==> src/rtl/sram_ctrl_pkg.sv <==
package sram_ctrl_pkg;

  typedef enum logic [1:0] {
    ST_IDLE   = 2'd0,
    ST_SETUP  = 2'd1,
    ST_ACTIVE = 2'd2,
    ST_HOLD   = 2'd3
  } ctrl_state_e;

  // whole clock cycles covering a nanosecond interval
  function automatic int ns_to_cyc(input int ns, input int period);
    return (ns + period - 1) / period;
  endfunction

  function automatic int imax(input int a, input int b);
    return (a > b) ? a : b;
  endfunction

endpackage

==> src/rtl/sram_rst_sync.sv <==
module sram_rst_sync (
  input  logic clk,
  input  logic rst_in_n,
  output logic rst_out_n
);
  logic stage_q;

  always_ff @(posedge clk or negedge rst_in_n) begin
    if (!rst_in_n) begin
      stage_q   <= 1'b0;
      rst_out_n <= 1'b0;
    end else begin
      stage_q   <= 1'b1;
      rst_out_n <= stage_q;
    end
  end
endmodule

==> src/rtl/sram_phase_timer.sv <==
module sram_phase_timer #(
  parameter int CW = 3
) (
  input  logic          clk,
  input  logic          rst_n,
  input  logic          load,
  input  logic [CW-1:0] load_val,
  output logic [CW-1:0] cnt_nxt,
  output logic          expired
);
  logic [CW-1:0] cnt_q;
  logic          cnt_en;

  assign expired = (cnt_q == '0);
  assign cnt_en  = load || !expired;

  always_comb begin
    if (load)         cnt_nxt = load_val;
    else if (!expired) cnt_nxt = cnt_q - 1'b1;
    else              cnt_nxt = cnt_q;
  end

  always_ff @(posedge clk or negedge rst_n) begin
    if (!rst_n)      cnt_q <= '0;
    else if (cnt_en) cnt_q <= cnt_nxt;
  end
endmodule

==> src/rtl/sram_ctrl_fsm.sv <==
module sram_ctrl_fsm
  import sram_ctrl_pkg::*;
#(
  parameter int BYTES        = 2,
  parameter int CLK_NS       = 10,
  parameter int T_AS_NS      = 0,
  parameter int T_WP_NS      = 35,
  parameter int T_DS_NS      = 25,
  parameter int T_WC_NS      = 45,
  parameter int T_HZWE_NS    = 18,
  parameter int T_AA_NS      = 45,
  parameter int T_DOE_NS     = 22,
  parameter int T_HZOE_NS    = 18,
  parameter bit WRITE_OE_LOW = 1'b0
) (
  input  logic             clk,
  input  logic             rst_n,
  input  logic             req_valid,
  input  logic             req_write,
  input  logic [BYTES-1:0] req_bmask,
  output logic             req_ready,
  output logic             accept,
  output logic             capture,
  output logic [BYTES-1:0] bmask,
  output logic             mem_ce_n,
  output logic             mem_we_n,
  output logic             mem_oe_n,
  output logic [BYTES-1:0] mem_be_n,
  output logic             mem_dq_oe
);
  localparam int HZWE_C    = ns_to_cyc(T_HZWE_NS, CLK_NS);
  localparam int DS_C      = ns_to_cyc(T_DS_NS, CLK_NS);
  localparam int WR_SETUP  = imax(1, ns_to_cyc(T_AS_NS, CLK_NS));
  localparam int WR_PULSE  = WRITE_OE_LOW ?
                             imax(ns_to_cyc(T_WP_NS, CLK_NS), DS_C + HZWE_C) :
                             imax(1, imax(ns_to_cyc(T_WP_NS, CLK_NS), DS_C));
  localparam int WR_HOLD   = imax(1, ns_to_cyc(T_WC_NS, CLK_NS) - WR_SETUP - WR_PULSE);
  localparam int RD_SETUP  = 1;
  localparam int RD_ACCESS = imax(1, imax(ns_to_cyc(T_AA_NS, CLK_NS) - RD_SETUP,
                                          ns_to_cyc(T_DOE_NS, CLK_NS)));
  localparam int RD_TURN   = imax(1, ns_to_cyc(T_HZOE_NS, CLK_NS));
  localparam int MAX_LEN   = imax(imax(imax(WR_SETUP, WR_PULSE), WR_HOLD),
                                  imax(RD_ACCESS, RD_TURN));
  localparam int CW        = imax(1, $clog2(MAX_LEN));
  // counter value from which the pads may drive inside a pulse with OE low
  localparam int DRIVE_AT  = imax(0, WR_PULSE - 1 - HZWE_C);

  ctrl_state_e      state_q, state_d;
  logic             op_wr_q, op_wr_d;
  logic [BYTES-1:0] mask_q, mask_d;
  logic             t_load, t_expired;
  logic [CW-1:0]    t_load_val, t_cnt_nxt;

  logic             ce_n_d, we_n_d, oe_n_d, dq_oe_d;
  logic [BYTES-1:0] be_n_d;

  sram_phase_timer #(.CW(CW)) u_timer (
    .clk      (clk),
    .rst_n    (rst_n),
    .load     (t_load),
    .load_val (t_load_val),
    .cnt_nxt  (t_cnt_nxt),
    .expired  (t_expired)
  );

  assign req_ready = (state_q == ST_IDLE);
  assign capture   = (state_q == ST_ACTIVE) && !op_wr_q && t_expired;
  assign bmask     = mask_q;

  // next state
  always_comb begin
    state_d    = state_q;
    op_wr_d    = op_wr_q;
    mask_d     = mask_q;
    accept     = 1'b0;
    t_load     = 1'b0;
    t_load_val = '0;
    unique case (state_q)
      ST_IDLE: if (req_valid) begin
        accept     = 1'b1;
        op_wr_d    = req_write;
        mask_d     = req_bmask;
        state_d    = ST_SETUP;
        t_load     = 1'b1;
        t_load_val = req_write ? CW'(WR_SETUP - 1) : CW'(RD_SETUP - 1);
      end
      ST_SETUP: if (t_expired) begin
        state_d    = ST_ACTIVE;
        t_load     = 1'b1;
        t_load_val = op_wr_q ? CW'(WR_PULSE - 1) : CW'(RD_ACCESS - 1);
      end
      ST_ACTIVE: if (t_expired) begin
        state_d    = ST_HOLD;
        t_load     = 1'b1;
        t_load_val = op_wr_q ? CW'(WR_HOLD - 1) : CW'(RD_TURN - 1);
      end
      ST_HOLD: if (t_expired) state_d = ST_IDLE;
      default: state_d = ST_IDLE;
    endcase
  end

  // strobe decode from the next state, registered below
  always_comb begin
    ce_n_d  = 1'b1;
    we_n_d  = 1'b1;
    oe_n_d  = 1'b1;
    be_n_d  = '1;
    dq_oe_d = 1'b0;
    if (state_d != ST_IDLE) begin
      ce_n_d = 1'b0;
      be_n_d = ~mask_d;
      if (op_wr_d) begin
        we_n_d = (state_d != ST_ACTIVE);
        if (WRITE_OE_LOW) begin
          oe_n_d  = 1'b0;
          dq_oe_d = (state_d == ST_ACTIVE) && (t_cnt_nxt <= CW'(DRIVE_AT));
        end else begin
          dq_oe_d = 1'b1;
        end
      end else begin
        oe_n_d = (state_d != ST_ACTIVE);
      end
    end
  end

  always_ff @(posedge clk or negedge rst_n) begin
    if (!rst_n) begin
      state_q   <= ST_IDLE;
      op_wr_q   <= 1'b0;
      mask_q    <= '0;
      mem_ce_n  <= 1'b1;
      mem_we_n  <= 1'b1;
      mem_oe_n  <= 1'b1;
      mem_be_n  <= '1;
      mem_dq_oe <= 1'b0;
    end else begin
      state_q   <= state_d;
      if (accept) begin
        op_wr_q <= op_wr_d;
        mask_q  <= mask_d;
      end
      mem_ce_n  <= ce_n_d;
      mem_we_n  <= we_n_d;
      mem_oe_n  <= oe_n_d;
      mem_be_n  <= be_n_d;
      mem_dq_oe <= dq_oe_d;
    end
  end

  AST_WE_NEEDS_CE: assert property (@(posedge clk) disable iff (!rst_n)
    !mem_we_n |-> !mem_ce_n);
  AST_NO_BUS_FIGHT: assert property (@(posedge clk) disable iff (!rst_n)
    mem_dq_oe |-> (mem_oe_n || !mem_we_n));
  AST_DATA_AT_WRITE_END: assert property (@(posedge clk) disable iff (!rst_n)
    $rose(mem_we_n) |-> $past(mem_dq_oe));
  AST_READY_ONLY_IDLE: assert property (@(posedge clk) disable iff (!rst_n)
    req_ready |-> (mem_ce_n && mem_we_n && !mem_dq_oe));
  AST_LANES_STEADY: assert property (@(posedge clk) disable iff (!rst_n)
    (!mem_ce_n && $past(!mem_ce_n)) |-> $stable(mem_be_n));
  AST_READ_OE_QUIET: assert property (@(posedge clk) disable iff (!rst_n)
    (!mem_oe_n && mem_we_n && !mem_dq_oe) |-> !req_ready);
endmodule

==> src/rtl/sram_strobe_ctrl.sv <==
module sram_strobe_ctrl
  import sram_ctrl_pkg::*;
#(
  parameter int ADDR_W       = 18,
  parameter int DATA_W       = 16,
  parameter int CLK_NS       = 10,
  parameter int T_AS_NS      = 0,
  parameter int T_WP_NS      = 35,
  parameter int T_DS_NS      = 25,
  parameter int T_WC_NS      = 45,
  parameter int T_HZWE_NS    = 18,
  parameter int T_AA_NS      = 45,
  parameter int T_DOE_NS     = 22,
  parameter int T_HZOE_NS    = 18,
  parameter bit WRITE_OE_LOW = 1'b0
) (
  input  logic                 clk,
  input  logic                 rst_n,
  input  logic                 req_valid,
  output logic                 req_ready,
  input  logic                 req_write,
  input  logic [ADDR_W-1:0]    req_addr,
  input  logic [DATA_W-1:0]    req_wdata,
  input  logic [DATA_W/8-1:0]  req_bmask,
  output logic                 rsp_valid,
  output logic [DATA_W-1:0]    rsp_rdata,
  output logic                 rsp_err,
  output logic [ADDR_W-1:0]    mem_addr,
  output logic                 mem_ce_n,
  output logic                 mem_we_n,
  output logic                 mem_oe_n,
  output logic [DATA_W/8-1:0]  mem_be_n,
  output logic [DATA_W-1:0]    mem_dq_out,
  output logic                 mem_dq_oe,
  input  logic [DATA_W-1:0]    mem_dq_in,
  input  logic                 mem_err
);
  localparam int BYTES = DATA_W / 8;

  logic             rst_sync_n;
  logic             accept, capture;
  logic [BYTES-1:0] bmask;
  logic [DATA_W-1:0] lane_bits;

  sram_rst_sync u_rst (
    .clk       (clk),
    .rst_in_n  (rst_n),
    .rst_out_n (rst_sync_n)
  );

  sram_ctrl_fsm #(
    .BYTES(BYTES), .CLK_NS(CLK_NS), .T_AS_NS(T_AS_NS), .T_WP_NS(T_WP_NS),
    .T_DS_NS(T_DS_NS), .T_WC_NS(T_WC_NS), .T_HZWE_NS(T_HZWE_NS),
    .T_AA_NS(T_AA_NS), .T_DOE_NS(T_DOE_NS), .T_HZOE_NS(T_HZOE_NS),
    .WRITE_OE_LOW(WRITE_OE_LOW)
  ) u_fsm (
    .clk       (clk),
    .rst_n     (rst_sync_n),
    .req_valid (req_valid),
    .req_write (req_write),
    .req_bmask (req_bmask),
    .req_ready (req_ready),
    .accept    (accept),
    .capture   (capture),
    .bmask     (bmask),
    .mem_ce_n  (mem_ce_n),
    .mem_we_n  (mem_we_n),
    .mem_oe_n  (mem_oe_n),
    .mem_be_n  (mem_be_n),
    .mem_dq_oe (mem_dq_oe)
  );

  // expand the byte mask to a bit mask for returned data
  for (genvar b = 0; b < BYTES; b++) begin : g_lane
    assign lane_bits[b*8 +: 8] = {8{bmask[b]}};
  end

  // request fields held for the whole access
  always_ff @(posedge clk or negedge rst_sync_n) begin
    if (!rst_sync_n) begin
      mem_addr   <= '0;
      mem_dq_out <= '0;
    end else if (accept) begin
      mem_addr   <= req_addr;
      mem_dq_out <= req_wdata;
    end
  end

  // read capture and completion pulse
  always_ff @(posedge clk or negedge rst_sync_n) begin
    if (!rst_sync_n) begin
      rsp_valid <= 1'b0;
      rsp_rdata <= '0;
      rsp_err   <= 1'b0;
    end else begin
      rsp_valid <= capture;
      if (capture) begin
        rsp_rdata <= mem_dq_in & lane_bits;
        rsp_err   <= mem_err;
      end
    end
  end

  AST_RSP_ONE_CYCLE: assert property (@(posedge clk) disable iff (!rst_sync_n)
    rsp_valid |=> !rsp_valid);
  AST_ADDR_HELD: assert property (@(posedge clk) disable iff (!rst_sync_n)
    (!mem_ce_n && $past(!mem_ce_n)) |-> $stable(mem_addr));
  AST_DATA_HELD: assert property (@(posedge clk) disable iff (!rst_sync_n)
    (mem_dq_oe && $past(mem_dq_oe)) |-> $stable(mem_dq_out));
endmodule

==> config.mk <==
export PLATFORM = sky130hd
export DESIGN_NAME = sram_strobe_ctrl
export DESIGN_NICKNAME = d
export VERILOG_FILES = /design/src/rtl/sram_ctrl_pkg.sv /design/src/rtl/sram_rst_sync.sv /design/src/rtl/sram_phase_timer.sv /design/src/rtl/sram_ctrl_fsm.sv /design/src/rtl/sram_strobe_ctrl.sv
export SDC_FILE = /design/constraint.sdc
export NUM_CORES = 1
export LEC_CHECK = 0
export ABC_AREA = 1
export BUFFER_PORTS_ARGS = -buffer_cell sky130_fd_sc_hd__clkbuf_2
export CAP_MARGIN = 20
export CORE_ASPECT_RATIO = 1.2
export CORE_MARGIN = 3
export CORE_UTILIZATION = 43
export DETAILED_ROUTE_END_ITERATION = 12
export PLACE_DENSITY = 0.76
export SKIP_CTS_REPAIR_TIMING = 1
export SLEW_MARGIN = 20
export SYNTH_ARGS = -nofsm -noshare
export SYNTH_HDL_FRONTEND = slang
export SYNTH_SLANG_ARGS = --single-unit
==> constraint.sdc <==
create_clock -name clk -period 1.9 [get_ports clk]
set_input_delay 0.38 -clock clk [delete_from_list [all_inputs] [get_ports clk]]
set_output_delay 0.38 -clock clk [all_outputs]
set_load 0.02 [all_outputs]
==> results.sh <==
export IMPL_fillers=575
export IMPL_max_cap_violations=0
export IMPL_cts_root_buf="clkbuf_8"
export IMPL_yosys_warnings=0
export IMPL_dp_cells=490
export IMPL_syn_cell_area_um2=2749
export IMPL_ys_types=22
export IMPL_setup_viol=0
export IMPL_peakVddDrop_uv=946.4
export IMPL_rsz0062_at_grt="false"
export IMPL_cts_sinks=67
export IMPL_die_x_um=78.99
export IMPL_placed_area_um2=3386
export IMPL_final_common_cell="nand2_1"
export IMPL_via_per_inst=4.552
export IMPL_fin_nets=484
export IMPL_ys_ff_latch=67
export IMPL_postRouteAntennaNets=0
export IMPL_start_kind="flop"
export IMPL_antenna_found_initial=0
export IMPL_routed_wl_mm=6.122
export IMPL_core_rowCount=31
export IMPL_area_growth_pct=32.86
export IMPL_gp_congestion=0.8626
export IMPL_worst_slack_ns=0.2433
export IMPL_num_antenna_cells=0
export IMPL_h_tree_depth=3
export IMPL_dpl_hpwl_mm=4.487
export IMPL_powerDensity_nw_per_um2=1878
export IMPL_wire_per_inst_um=12.07
export IMPL_grt_pass1_vias=2324
export IMPL_die_h_um=93.59
export IMPL_power_total_mw=6.859
export IMPL_cp_required_ns=1.52
export IMPL_fmaxAchievable_ghz=0.6036
export IMPL_fin_worst_skew_ns=0.006700
export IMPL_io_buffers=115
export IMPL_avgSynthCellArea_um2=9.163
export IMPL_layout_common_cells="158 x nand2_1, 115 x clkbuf_2, 61 x dfrtp_1"
export IMPL_total_leakage_power_nw=2.106
export IMPL_post_place_ws_ns=0.2855
export IMPL_finalHoldViolCount=0
export IMPL_grt_pass1_wl_mm=10.26
export IMPL_final_util_pct=59.60
export IMPL_vias=2308
export IMPL_core_um2=6128
export IMPL_fin_cells=507
export IMPL_num_io_pins=116
export IMPL_drtPass1Iterations=4
export IMPL_critPathKind="reg -> out"
export IMPL_slew_headroom_pct=60.31
export IMPL_tns_ns=0
export IMPL_slew_viol_final=0
export IMPL_synth_nets=364
export IMPL_stdcell_area_um2=3652
export IMPL_drt_iter0_drc=96
export IMPL_layout_drive_gt1_share_pct=35.53
export IMPL_cts_tree="done"
export IMPL_drc=0
export IMPL_arrival_ns=1.28
export IMPL_grt_max_degree=37
export IMPL_fin_crit_ns=1.657
export IMPL_clock_path_buffers=2
export IMPL_whs_ns=0.2420
export IMPL_status="finished, final reports clean"
export IMPL_dieArea_um2=7392
export IMPL_cp_end_kind="primary output"
export IMPL_ys_seq_area_share_pct=61.22
export IMPL_gr_total_overflow=0
export IMPL_cts_buffers=9
export IMPL_tightest_slew_ns=0.5945
export IMPL_critPathMaxFanout=5
export IMPL_hp_class="in -> reg"
export IMPL_clock_latency_ns=0.33
export IMPL_start_util_pct=44.86
export IMPL_worst_setup_hold_path_clk_slew_ns=0.07
export IMPL_min_period_over_period_pct=87.20
export IMPL_postSynthCellCount=300
export IMPL_grt_util_all_layers_pct=17.66
## Yosys cell counts
| library cell | number | area [um^2] |
|---|---|---|
| a21oi_1 | 1 | 5.000 |
| a32oi_1 | 1 | 8.760 |
| buf_2 | 7 | 35.03 |
| buf_6 | 4 | 45.04 |
| clkbuf_1 | 2 | 7.510 |
| conb_1 | 1 | 3.750 |
| dfrtp_1 | 62 | 1551 |
| dfstp_2 | 5 | 131.4 |
| ha_1 | 7 | 87.58 |
| inv_1 | 15 | 56.30 |
| inv_2 | 1 | 3.750 |
| inv_6 | 1 | 8.760 |
| mux2i_1 | 1 | 10.01 |
| nand2_1 | 158 | 593.1 |
| nand2_2 | 5 | 31.28 |
| nand3_1 | 6 | 30.03 |
| nand3_2 | 2 | 20.02 |
| nand3_4 | 1 | 17.52 |
| nor2_1 | 1 | 3.750 |
| o21ai_0 | 15 | 75.07 |
| o21ai_1 | 3 | 15.01 |
| xor2_1 | 1 | 8.760 |
## area by class of cell
class	count	area, um^2	share of cell area (%)
clock buffers	11	131.4	3.597
inverters	17	68.82	1.884
flip-flops and latches	67	1684	46.11
well taps	82	102.6	2.809
repair buffers	122	630.6	17.27
clock inverters	5	125.1	3.426
multi-input cells	203	909.6	24.91
## sequential cells by signal (all words and copies together) (netlist names), 2 cells and up
register,flops
u_fsm.mem_be_n,2
u_fsm.u_timer.cnt_q,2
mem_addr,18
u_fsm.bmask,2
rsp_rdata,16
mem_dq_out,16
u_fsm.state_q,2
## worst max-delay path, cell delays in order (launching register included)
cell and delay [ns]:
dfrtp_1 0.40, inv_1 0.15, ha_1 0.20, clkbuf_2 0.19
## cells by family (layout without fill, tap and decap cells)
family | count (synthesis) | after routing | synth area share (%)
AND/OR/NAND/NOR | 173 | 173 | 25.31
flip-flops | 67 | 67 | 61.22
buffers and inverters | 30 | 155 | 5.689
AO/OA/AOI/OAI | 20 | 20 | 3.778
adder cells (fa/ha/maj) | 7 | 7 | 3.186
other | 1 | 1 | 0.1364
XOR/XNOR | 1 | 1 | 0.3187
multiplexers | 1 | 1 | 0.3641
## per-layer routing
layer | track usage [%] | share of wire, % | wire (um)
met1 | 21.44 | 42 | 2543
met2 | 29.07 | 50 | 3032
met3 | 3.565 | 5.4 | 329
met4 | 10.03 | 3.5 | 215
met5 | 0 | 0 | 0
## path summary, 6_finish.rpt
check,cells past startpoint,end,startpoint,slack (ns)
hold reg to reg,1,u_fsm.state_q[0],u_rst.rst_out_n,0.29
hold / removal,3,mem_addr[8],req_addr[8],0.24
setup reg to reg,7,u_fsm.mem_be_n[0],u_fsm.state_q[0],0.30
max in group asynchronous,1,mem_addr[12],u_rst.rst_out_n,1.29
setup / recovery,3,req_ready,u_fsm.state_q[0],0.24
min in group asynchronous,1,u_fsm.state_q[0],u_rst.rst_out_n,0.29
## power breakdown
group / internal, mW / leakage, nW / switching, mW
registers: 2.11 / 0.795 / 0.376
logic: 0.952 / 1.18 / 1.91
clock network: 1.00 / 0.128 / 0.507
total: 4.06 / 2.11 / 2.80
No activity file was read; power rests on OpenSTA's default activity.
